$ cat config.mk
export PLATFORM = sky130hd
export DESIGN_NAME = i2c_tx_master
export DESIGN_NICKNAME = d
export VERILOG_FILES = /design/src/rtl/i2c_tx_pkg.sv /design/src/rtl/i2c_tx_fifo.sv /design/src/rtl/i2c_tx_clkdiv.sv /design/src/rtl/i2c_tx_engine.sv /design/src/rtl/i2c_tx_master.sv
export SDC_FILE = /design/constraint.sdc
export NUM_CORES = 1
export LEC_CHECK = 0
export ABC_AREA = 1
export BUFFER_PORTS_ARGS = -buffer_cell sky130_fd_sc_hd__buf_2
export CAP_MARGIN = 30
export CORE_MARGIN = 2
export CORE_UTILIZATION = 33
export CTS_CLUSTER_SIZE = 8
export DETAILED_ROUTE_END_ITERATION = 8
export PLACE_DENSITY_LB_ADDON = 0.3
export SYNTH_ARGS = -nofsm -noshare
export SYNTH_HDL_FRONTEND = slang
export SYNTH_HIERARCHICAL = 1
export SYNTH_SLANG_ARGS = --single-unit
$ cat constraint.sdc
create_clock -name clk -period 2.95 [get_ports clk]
set_input_delay 0.4425 -clock clk [delete_from_list [all_inputs] [get_ports clk]]
set_output_delay 0.4425 -clock clk [all_outputs]
set_load 0.02 [all_outputs]
$ cat src/rtl/i2c_tx_pkg.sv
package i2c_tx_pkg;
  typedef enum logic [3:0] {
    ST_IDLE, ST_START, ST_NEXT, ST_HOLD,
    ST_BLO, ST_BHI, ST_ALO, ST_AHI,
    ST_SLO, ST_SHI, ST_SEND, ST_RLO, ST_RHI
  } eng_state_e;

  localparam logic [1:0] ADDR_CTRL = 2'd0;
  localparam logic [1:0] ADDR_FLAG = 2'd1;
  localparam logic [1:0] ADDR_DIV  = 2'd2;

  localparam int CTL_EN    = 0;
  localparam int CTL_DIR   = 1;
  localparam int CTL_RSTA  = 2;
  localparam int CTL_FLUSH = 3;

  localparam int FLG_EMPTY = 0;
  localparam int FLG_NACK  = 1;
  localparam int FLG_OVF   = 2;
endpackage

$ cat src/rtl/i2c_tx_fifo.sv
module i2c_tx_fifo #(
  parameter int DATA_W = 8,
  parameter int DEPTH  = 16
) (
  input  logic              clk,
  input  logic              rst_n,
  input  logic              flush,
  input  logic              push,
  input  logic [DATA_W-1:0] wdata,
  input  logic              pop,
  output logic [DATA_W-1:0] rdata,
  output logic              full,
  output logic              empty
);
  localparam int AW = $clog2(DEPTH);

  logic [DATA_W-1:0] mem [DEPTH];
  logic [AW-1:0]     wr_ptr, rd_ptr;
  logic [AW:0]       count;

  assign full  = (count == (AW+1)'(DEPTH));
  assign empty = (count == '0);
  assign rdata = mem[rd_ptr];

  always_ff @(posedge clk) begin
    if (push && !flush) mem[wr_ptr] <= wdata;
  end

  always_ff @(posedge clk or negedge rst_n) begin
    if (!rst_n) begin
      wr_ptr <= '0;
      rd_ptr <= '0;
      count  <= '0;
    end else if (flush) begin
      wr_ptr <= '0;
      rd_ptr <= '0;
      count  <= '0;
    end else begin
      if (push) wr_ptr <= wr_ptr + 1'b1;
      if (pop)  rd_ptr <= rd_ptr + 1'b1;
      count <= count + (AW+1)'(push) - (AW+1)'(pop);
    end
  end

  // the producer never pushes into a full queue
  p_no_push_full_r10: assert property (@(posedge clk) disable iff (!rst_n)
    push |-> !full);
  // the engine never reads an empty queue
  p_no_pop_empty_r4: assert property (@(posedge clk) disable iff (!rst_n)
    pop |-> !empty);
endmodule

$ cat src/rtl/i2c_tx_clkdiv.sv
module i2c_tx_clkdiv #(
  parameter int DIV_W = 8
) (
  input  logic             clk,
  input  logic             rst_n,
  input  logic             run,
  input  logic [DIV_W-1:0] div,
  output logic             phase_done
);
  localparam logic [DIV_W-1:0] MIN_PH = DIV_W'(2);

  logic [DIV_W-1:0] cnt, last;

  assign last       = (div < MIN_PH) ? (MIN_PH - 1'b1) : (div - 1'b1);
  assign phase_done = run && (cnt == last);

  always_ff @(posedge clk or negedge rst_n) begin
    if (!rst_n)                  cnt <= '0;
    else if (!run || phase_done) cnt <= '0;
    else                         cnt <= cnt + 1'b1;
  end
endmodule

$ cat src/rtl/i2c_tx_engine.sv
module i2c_tx_engine
  import i2c_tx_pkg::*;
#(
  parameter int DATA_W = 8
) (
  input  logic              clk,
  input  logic              rst_n,
  input  logic              phase_done,
  input  logic              en,
  input  logic              dir,
  input  logic              rsta,
  input  logic              fifo_empty,
  input  logic [DATA_W-1:0] fifo_data,
  input  logic              sda_i,
  output logic              pop,
  output logic              run,
  output logic              scl_low,
  output logic              sda_low,
  output logic              busy,
  output logic              throttled,
  output logic              rsta_done,
  output logic              nack_evt
);
  localparam int BW = $clog2(DATA_W);

  eng_state_e        state, state_n;
  logic [DATA_W-1:0] shreg;
  logic [BW-1:0]     bitcnt;
  logic              sent_any;
  logic              sda_q;
  logic              can_send;

  assign can_send  = !fifo_empty && dir;
  assign run       = !(state inside {ST_IDLE, ST_NEXT, ST_HOLD});
  assign scl_low   = state inside {ST_NEXT, ST_HOLD, ST_BLO, ST_ALO, ST_SLO, ST_RLO};
  assign sda_low   = sda_q;
  assign busy      = (state != ST_IDLE);
  assign throttled = (state == ST_HOLD);

  always_comb begin
    state_n   = state;
    pop       = 1'b0;
    rsta_done = 1'b0;
    nack_evt  = 1'b0;
    unique case (state)
      ST_IDLE:  if (en) state_n = ST_START;
      ST_START: if (phase_done) state_n = ST_NEXT;
      ST_NEXT: begin
        if (can_send) begin
          pop     = 1'b1;
          state_n = ST_BLO;
        end else if (!en && sent_any) begin
          state_n = ST_SLO;
        end else begin
          state_n = ST_HOLD;
        end
      end
      ST_HOLD: begin
        if (can_send) begin
          pop     = 1'b1;
          state_n = ST_BLO;
        end else if (rsta && sent_any) begin
          state_n = ST_RLO;
        end
      end
      ST_BLO: if (phase_done) state_n = ST_BHI;
      ST_BHI: if (phase_done) state_n = (bitcnt == '0) ? ST_ALO : ST_BLO;
      ST_ALO: if (phase_done) state_n = ST_AHI;
      ST_AHI: begin
        if (phase_done) begin
          if (sda_i) begin
            nack_evt = 1'b1;
            state_n  = ST_SLO;
          end else begin
            state_n = ST_NEXT;
          end
        end
      end
      ST_SLO:  if (phase_done) state_n = ST_SHI;
      ST_SHI:  if (phase_done) state_n = ST_SEND;
      ST_SEND: if (phase_done) state_n = ST_IDLE;
      ST_RLO:  if (phase_done) state_n = ST_RHI;
      ST_RHI: begin
        if (phase_done) begin
          rsta_done = 1'b1;
          state_n   = ST_START;
        end
      end
      default: state_n = ST_IDLE;
    endcase
  end

  always_ff @(posedge clk or negedge rst_n) begin
    if (!rst_n) begin
      state    <= ST_IDLE;
      shreg    <= '0;
      bitcnt   <= '0;
      sent_any <= 1'b0;
      sda_q    <= 1'b0;
    end else begin
      state <= state_n;
      if (pop) begin
        shreg  <= fifo_data;
        bitcnt <= BW'(DATA_W - 1);
      end else if (state == ST_BHI && phase_done && bitcnt != '0) begin
        shreg  <= shreg << 1;
        bitcnt <= bitcnt - 1'b1;
      end
      if (state == ST_START) sent_any <= 1'b0;
      else if (pop)          sent_any <= 1'b1;
      unique case (state)
        ST_IDLE, ST_ALO, ST_RLO, ST_SEND: sda_q <= 1'b0;
        ST_START, ST_SLO:                 sda_q <= 1'b1;
        ST_BLO:                           sda_q <= ~shreg[DATA_W-1];
        default:                          sda_q <= sda_q;
      endcase
    end
  end

  // SDA moves only inside a low SCL phase, apart from START and STOP
  p_sda_scl_low_r3: assert property (@(posedge clk) disable iff (!rst_n)
    (sda_q != $past(sda_q)) |->
      ((scl_low && $past(scl_low)) || state == ST_START || state == ST_SEND));
endmodule

$ cat src/rtl/i2c_tx_master.sv
module i2c_tx_master
  import i2c_tx_pkg::*;
#(
  parameter int          FIFO_DEPTH = 16,
  parameter int          DATA_W     = 8,
  parameter logic [7:0]  DIV_RESET  = 8'd4
) (
  input  logic              clk,
  input  logic              rst_n,
  input  logic              cfg_we,
  input  logic [1:0]        cfg_addr,
  input  logic [DATA_W-1:0] cfg_wdata,
  input  logic              tx_valid,
  input  logic [DATA_W-1:0] tx_data,
  output logic              tx_ready,
  input  logic              sda_i,
  output logic              scl_drive_low,
  output logic              sda_drive_low,
  output logic              busy,
  output logic              irq_tx_empty,
  output logic              err_nack,
  output logic              err_overflow,
  output logic              fifo_full,
  output logic              fifo_empty,
  output logic [2:0]        ctl_state
);
  logic              ctl_en, ctl_dir, ctl_rsta;
  logic [DATA_W-1:0] div_q;
  logic              ctrl_wr, flag_wr, div_wr, flush;
  logic              push, pop, run, phase_done;
  logic              throttled, rsta_done, nack_evt;
  logic [DATA_W-1:0] fifo_rdata;

  assign ctrl_wr   = cfg_we && (cfg_addr == ADDR_CTRL);
  assign flag_wr   = cfg_we && (cfg_addr == ADDR_FLAG);
  assign div_wr    = cfg_we && (cfg_addr == ADDR_DIV);
  assign flush     = ctrl_wr && cfg_wdata[CTL_FLUSH];
  assign tx_ready  = !fifo_full;
  assign push      = tx_valid && tx_ready;
  assign ctl_state = {ctl_rsta, ctl_dir, ctl_en};

  i2c_tx_fifo #(.DATA_W(DATA_W), .DEPTH(FIFO_DEPTH)) fifo_i (
    .clk(clk), .rst_n(rst_n), .flush(flush), .push(push), .wdata(tx_data),
    .pop(pop), .rdata(fifo_rdata), .full(fifo_full), .empty(fifo_empty)
  );

  i2c_tx_clkdiv #(.DIV_W(DATA_W)) div_i (
    .clk(clk), .rst_n(rst_n), .run(run), .div(div_q), .phase_done(phase_done)
  );

  i2c_tx_engine #(.DATA_W(DATA_W)) eng_i (
    .clk(clk), .rst_n(rst_n), .phase_done(phase_done),
    .en(ctl_en), .dir(ctl_dir), .rsta(ctl_rsta),
    .fifo_empty(fifo_empty), .fifo_data(fifo_rdata), .sda_i(sda_i),
    .pop(pop), .run(run), .scl_low(scl_drive_low), .sda_low(sda_drive_low),
    .busy(busy), .throttled(throttled), .rsta_done(rsta_done), .nack_evt(nack_evt)
  );

  always_ff @(posedge clk or negedge rst_n) begin
    if (!rst_n) begin
      ctl_en   <= 1'b0;
      ctl_dir  <= 1'b0;
      ctl_rsta <= 1'b0;
      div_q    <= DIV_RESET;
    end else begin
      if (ctrl_wr) begin
        ctl_en   <= cfg_wdata[CTL_EN];
        ctl_dir  <= cfg_wdata[CTL_DIR] && !cfg_wdata[CTL_FLUSH];
        ctl_rsta <= cfg_wdata[CTL_RSTA];
      end else begin
        if (nack_evt)  ctl_en   <= 1'b0;
        if (rsta_done) ctl_rsta <= 1'b0;
      end
      if (div_wr) div_q <= cfg_wdata;
    end
  end

  always_ff @(posedge clk or negedge rst_n) begin
    if (!rst_n) begin
      irq_tx_empty <= 1'b0;
      err_nack     <= 1'b0;
      err_overflow <= 1'b0;
    end else begin
      irq_tx_empty <= (throttled && fifo_empty) ||
                      (irq_tx_empty && !(flag_wr && cfg_wdata[FLG_EMPTY]));
      err_nack     <= nack_evt ||
                      (err_nack && !(flag_wr && cfg_wdata[FLG_NACK]));
      err_overflow <= (tx_valid && fifo_full) ||
                      (err_overflow && !(flag_wr && cfg_wdata[FLG_OVF]));
    end
  end

  // a NACK withdraws the enable bit
  p_nack_drops_en_r5: assert property (@(posedge clk) disable iff (!rst_n)
    (nack_evt && !ctrl_wr) |=> !ctl_en);
  // the repeat-start request clears itself once made
  p_rsta_clear_r7: assert property (@(posedge clk) disable iff (!rst_n)
    (rsta_done && !ctrl_wr) |=> !ctl_rsta);
  // a held bus with nothing queued raises the empty flag
  p_empty_irq_r6: assert property (@(posedge clk) disable iff (!rst_n)
    (throttled && fifo_empty) |=> irq_tx_empty);
  // a byte offered to a full queue is flagged
  p_no_overflow_r10: assert property (@(posedge clk) disable iff (!rst_n)
    (tx_valid && fifo_full) |=> err_overflow);
endmodule

# Yosys cells after proc, flatten, opt, wreduce, memory -nomap -nowiden
# Memories as Yosys holds them, arrays and structs flattened.
# Cells that the tools add are included.
dict set report word_totals {
  reg_bits 52
  mem_bits_rw 128
  in_bits 23
  elab_cells 152
  n_memories 1
}
dict set report op_classes {
  n_addsub 7
  magnitude_cmp 1
  n_eq_ne 28
  mux 45
  bitwise 1
  n_reduce_logical 53
}
# name depth width rd rd_clocked_by_memory_dff write_ports line_no
set mem_list {}
lappend mem_list {fifo_i.mem 16 8 1 0 1 i2c_tx_fifo.sv:17} ;# logic [DATA_W-1:0] mem [DEPTH];
# op n
set op_table {}
lappend op_table {{two-way mux 4 bit} 20}
lappend op_table {{case mux 4 bit (13 select lines)} 1}
lappend op_table {{two-way mux 8 bit} 4}
lappend op_table {{!= test 2 bit, second input constant} 11}
lappend op_table {{logical AND 1 bit} 21}
lappend op_table {{== test 4 bit, second input constant} 5}
lappend op_table {{== test 4 x 3 -> 1 bit, second input constant} 4}
lappend op_table {{two-way mux 1 bit} 15}
lappend op_table {{AND reduction 12 bit} 1}
lappend op_table {{nonzero test 2 bit} 6}
lappend op_table {{logical NOT 1 bit} 9}
lappend op_table {{nonzero test 3 bit} 3}
lappend op_table {{adder 4 x 1 -> 4 bit, second input constant} 2}
lappend op_table {{adder 8 x 1 -> 8 bit, second input constant} 1}
lappend op_table {{== test 4 x 2 -> 1 bit, second input constant} 2}
lappend op_table {{== test 8 bit} 1}
lappend op_table {{< comparator 8 x 2 -> 1 bit, second input constant} 1}
lappend op_table {{subtractor 8 x 1 -> 8 bit, second input constant} 1}
lappend op_table {{two-way mux 3 bit} 2}
lappend op_table {{nonzero test 6 bit} 1}
lappend op_table {{adder 5 x 1 -> 5 bit} 1}
lappend op_table {{== test 5 bit, second input constant} 1}
lappend op_table {{logical NOT 5 bit} 1}
lappend op_table {{two-way mux 5 bit} 1}
lappend op_table {{other kinds (16)} 20}

# Depth between registers and ports, before layout
dict set report depth {
  depth_word 8
  mapped_depth 19
  mapped_depth_nobuf 19
}

# By module
# The synthesis kept the hierarchy.
# module instances cells_per_inst area_each_um2 seq_area_each_um2
set by_module_without_submodules {}
lappend by_module_without_submodules {i2c_tx_fifo 1 632 6319.8 4169.0}
lappend by_module_without_submodules {i2c_tx_engine 1 157 1051.0 425.4}
lappend by_module_without_submodules {i2c_tx_clkdiv 1 115 782.0 200.2}
lappend by_module_without_submodules {i2c_tx_master 1 74 660.6 351.6}

# Least setup slack after synthesis
# OpenSTA, ideal clock, no wires.
dict set report synth_timing {
  path_type {register to register}
  startpoint {register fifo_i.count[3]}
  endpoint {register fifo_i.count[4]}
  setup_time_ns 0.117
  arrival_ns 2.571
  slack_ns 0.263
  path_stages_with_launch 19
  n_path_buf 0
  path_cell_list {dfrtp_1 > inv_1 > ha_1 > nand3_1 > nor2_1 > inv_1 > nand2_1 > nor2_4 > ha_1 > inv_1 > ha_1 > inv_1 > fa_1 > inv_1 > nand2_1 > nand2_1 > a21oi_1 > nor2_1 > nor2_1}
}
dict set report synth_between {
  elab_chain_cells 7
  word_cells_on_any_way 11
  classes_between {add/sub: 2; eq/ne: 1; mux: 3; reduce/logical: 5}
}
# element line_no
set synth_lines {}
lappend synth_lines {{start: declaration} i2c_tx_fifo.sv:19} ;# logic [AW:0] count;
lappend synth_lines {{start signal: assignment} i2c_tx_fifo.sv:41} ;# count <= count + (AW+1)'(push) - (AW+1)'(pop);
lappend synth_lines {{logical NOT 5 bit} i2c_tx_fifo.sv:22} ;# assign empty = (count == '0);
lappend synth_lines {{net fifo_empty} i2c_tx_master.sv:24} ;# output logic fifo_empty,
lappend synth_lines {{logical NOT 1 bit} i2c_tx_engine.sv:33} ;# assign can_send = !fifo_empty && dir;
lappend synth_lines {{logical AND 1 bit} i2c_tx_engine.sv:33}
lappend synth_lines {{two-way mux 1 bit} {i2c_tx_engine.sv:49, i2c_tx_engine.sv:59}}
lappend synth_lines {{two-way mux 1 bit} -}
lappend synth_lines {{net pop} i2c_tx_master.sv:30} ;# logic push, pop, run, phase_done;
lappend synth_lines {{subtractor 5 x 1 -> 5 bit} i2c_tx_fifo.sv:41}
lappend synth_lines {{two-way mux 5 bit} i2c_tx_fifo.sv:34} ;# end else if (flush) begin
# The timed path passes the listed nets, and every way through them passes these cells.
# A chain may end at the register's enable or synchronous reset.

# Final worst setup path
dict set report layout_timing {
  startpoint {register fifo_i.count[3]}
  endpoint {register fifo_i.count[4]}
}
dict set report layout_between {
  elab_chain_cells 7
  word_cells_on_any_way 11
  classes_between {add/sub: 2; eq/ne: 1; mux: 3; reduce/logical: 5}
}
# element line_no
set layout_lines {}
lappend layout_lines {{logical NOT 5 bit} i2c_tx_fifo.sv:22}
lappend layout_lines {{logical NOT 1 bit} i2c_tx_engine.sv:33}
lappend layout_lines {{logical AND 1 bit} i2c_tx_engine.sv:33}
lappend layout_lines {{two-way mux 1 bit} {i2c_tx_engine.sv:49, i2c_tx_engine.sv:59}}
lappend layout_lines {{two-way mux 1 bit} -}
lappend layout_lines {{net pop} i2c_tx_master.sv:30}
lappend layout_lines {{subtractor 5 x 1 -> 5 bit} i2c_tx_fifo.sv:41}
lappend layout_lines {{two-way mux 5 bit} i2c_tx_fifo.sv:34}
# The timed path passes the listed nets, and every way through them passes these cells.

==> results by group <==
Pwr
  • Power, Total: between 8000 and 9000 uW
  • Pleak: ~0.0047 uW
  • Peak supply drop: around 440 uV
  • Pwr per Cell Area: approximately 830 mW/mm^2

STA
  • Final period utilization: between 80% and 90%
  • Fin crit period: between 2000 and 3000 ps
  • Fin. max-slew vios: 0
  • RSZ-0062 raised after global routing: false
  • Measured slew at the worst slew-check pin: 816.6 ps
  • Final Setup Violations: 0
  • Hold Vio Cnt, Final: 0
  • Final setup TNS: 0 ps
  • Slew headroom: approximately 45%
  • Clock skew: 17.47 ps
  • Max Fclk: 0.3828 GHz
  • WHS: 226.6 ps

Logic synthesis
  • Post-synth top area cell: edfxtp_1
  • Synth Area in Compound Gates: about 2.5%
  • Synth Area in XOR/XNOR: less than 1%
  • EDFF count, synth: 128
  • Syn avg cell area: 9.012 um^2
  • Post-synth top flop: edfxtp_1
  • Syn Inst Count: just under 1000
  • Area contributors post-synth: edfxtp_1, dfrtp_1, nand2_1
  • Synth Area in Adders: 2.357%
  • Synth cell types: 35
  • Sequential share of the synthesized area: approximately three fifths
  • Largest family of logic cells by synthesized area: simple AND/OR/NAND/NOR gates
  • Ys async rst share: slightly below 30%
  • Seq cells post-synth: 180
  • Simple-gate share of the synthesized area: a little over a quarter
  • Area share of the largest cell type after synthesis: 43.61%
  • Mux share of post-synthesis cell area: 0%
  • Area of the mapped netlist: slightly below 0.009 mm^2
  • Yosys Warn Count: 6
  • Syn_nets: 1017

Global routing
  • Total grt overflow: 0
  • Largest net degree at the start of global routing: a little under 70
  • Total GRT Usage: 14.95%
  • Initial antenna violation count: 0
  • First-pass GRT wire length: ~33 mm
  • Vias in the first global route: roughly 6200

Placement
  • Area after DPL: roughly 0.0094 mm^2
  • Post-DP HPWL: about 13 mm
  • IO Port Bufs: 34
  • Routability congestion estimate from global placement: ~0.87

Flow run
  • Max Cap Violations: 0

Finish
  • Area grow syn2layout: 13.87%
  • Commonest non-fill, non-tap cell in the layout: nand2_1
  • Most frequent cells in the layout: nand2_1, inv_1, edfxtp_1, nand3_1, nor2_1
  • Fin util: between 30% and 40%
  • Antenna cells: 0
  • Share of layout cells above drive strength 1: about an eighth
  • Final nets: ~1100
  • Final instance area: around 0.01 mm^2

Worst setup path
  • Required @ worst endpoint: 3280 ps
  • Worst r2r src: fifo_i/count[3]$_DFF_PN0_
  • Worst setup SP type: register
  • Flop2flop setup slack: around 340 ps
  • Critical path class: register to register
  • R2R Path End: fifo_i/count[4]$_DFF_PN0_
  • Reg2Reg Depth: 18
  • WP data arrival: about 2900 ps
  • Worst Setup End Kind: register
  • CP max FO: 5

Drt
  • Drc violations: 2
  • Total Wirelength: 19.87 mm
  • Vias per cell: roughly 4.5
  • TritonRoute pass-1 iters: 7
  • Detailed-route via count: 6252
  • Initial DRC Count: 480
  • Routed wire per std cell: 14.43 um
  • Antenna violation net count after detailed routing: 0

Die
  • # rows: ~60
  • Die Ht: roughly 170 um
  • IO Count: 35
  • Die area: between 0.02 and 0.03 mm^2
  • Initial core utilization: between 30% and 40%
  • Die width: roughly 170 um
  • Core area: 0.02613 mm^2

Worst hold path
  • Worst hold stages: 3
  • Worst-case hold path end point: err_overflow$_DFF_PN0_
  • HP Start: tx_valid
  • Hold WC Path Type: primary input to register

CTS
  • Max Buffers Root-to-Sink: 2
  • Post-CTS Resized: 0
  • H-tree lvl count: 4
  • Clock root buffer master: clkbuf_16
  • Reg clk slew, reported paths: approximately 70 ps
  • CTS buffer count: 17
  • Clk Latency, worst-skew pair: about 440 ps
  • CTS Sinks: 180
  • CTS tree: done

Run status
  • Status: finished with violations
  • Violated checks: DRC
==> per-layer routing <==
metal | up-vias | track usage [%] | wire length, um | part of all wire [%]
li1 | 3201 | - | - | -
met1 | 2907 | 19.55 | 9290 | 47
met2 | 122 | 24.84 | 9300 | 47
met3 | 22 | 3.522 | 1034 | 5.2
met4 | 0 | 4.310 | 238 | 1.2
met5 | - | 0 | 0 | 0
==> cell type report <==
| type | count | area [um^2] |
|---|---|---|
| clock inverters | 14 | 178.9 |
| inverters | 175 | 656.9 |
| fillers | 2657 | 16100 |
| well taps | 335 | 419.2 |
| multi-input cells | 593 | 2821 |
| clock buffers | 18 | 429.2 |
| flip-flops and latches | 180 | 5147 |
| repair buffers | 62 | 382.9 |
==> critical path, stage by stage, from the launching register on <==
cell,delay [ps]
dfrtp_1,390
inv_1,80
ha_1,140
nand3_1,90
nor2_1,130
inv_1,50
nand2_1,180
nor2_4,70
ha_1,300
inv_1,70
ha_1,150
inv_1,60
fa_1,380
inv_1,60
nand2_1,60
nand2_1,60
a21oi_1,80
nor2_1,100
nor2_1,50
==> cell usage after synthesis (4+ instances only) <==
cell        n
nand2_1   306
buf_4       8
nor2_1     59
buf_2      16
a21oi_1    10
xor2_1      6
ha_1       15
inv_2      11
nor2_2     11
nand3_1   126
nand2_2     4
nor3_1      5
nand4_1    10
edfxtp_1  128
o21ai_0    11
dfrtp_1    51
inv_1     164
o21ai_2     8
==> worst max path at each step <==
stage / from / to / slack [ps] / cells after the start
floorplan: fifo_i/count[3]$_DFF_PN0_ / fifo_i/count[4]$_DFF_PN0_ / 260 / 18
global placement: fifo_i/count[2]$_DFF_PN0_ / fifo_i/count[4]$_DFF_PN0_ / 300 / 18
finish: fifo_i/count[3]$_DFF_PN0_ / fifo_i/count[4]$_DFF_PN0_ / 340 / 18
detailed placement: fifo_i/count[3]$_DFF_PN0_ / fifo_i/count[4]$_DFF_PN0_ / 270 / 18
CTS: fifo_i/count[3]$_DFF_PN0_ / fifo_i/count[4]$_DFF_PN0_ / 190 / 18
global route: fifo_i/count[3]$_DFF_PN0_ / fifo_i/count[4]$_DFF_PN0_ / 80 / 18
==> flip-flops by register name (all words and copies together), names as in the netlist, 3 cells and up <==
signal and cells:
fifo_i/rd_ptr 4, div_q 8, fifo_i/wr_ptr 4, div_i/cnt 8, eng_i/bitcnt 3, fifo_i/count 5, fifo_i/mem 128, eng_i/state 4
eng_i/shreg 8
==> where the power goes <==
part / switching, uW / internal (uW)
combinational: 1860 / 843
sequential: 228 / 3090
clock: 1120 / 1230
total: 3200 / 5160
==> timing repair <==
item	in CTS	in global routing
hold endpoints to repair	20	0
endpoints found under the setup margin	0	1
hold buffers	1	0
setup buffers	0	2
==> per-stage QoR <==
stage                     setup WS, ps  cells
after floorplan                  262.6    978
after global placement           301.0   1342
after detailed placement         272.6   1342
after CTS                        189.7   1375
after global routing             80.53   1377
final                            337.6   1377
==> kinds of logic (layout without fill, tap and decap cells) <==
| logic type | Yosys count | count (layout) |
|---|---|---|
| adders and majority gates | 16 | 16 |
| buffers and inverters | 205 | 269 |
| DFF | 180 | 180 |
| AOI/OAI and AO/OA | 35 | 35 |
| xor gates and xnor gates | 8 | 8 |
| and+or+nand+nor | 534 | 534 |
Power figures use the tool's default switching activity.
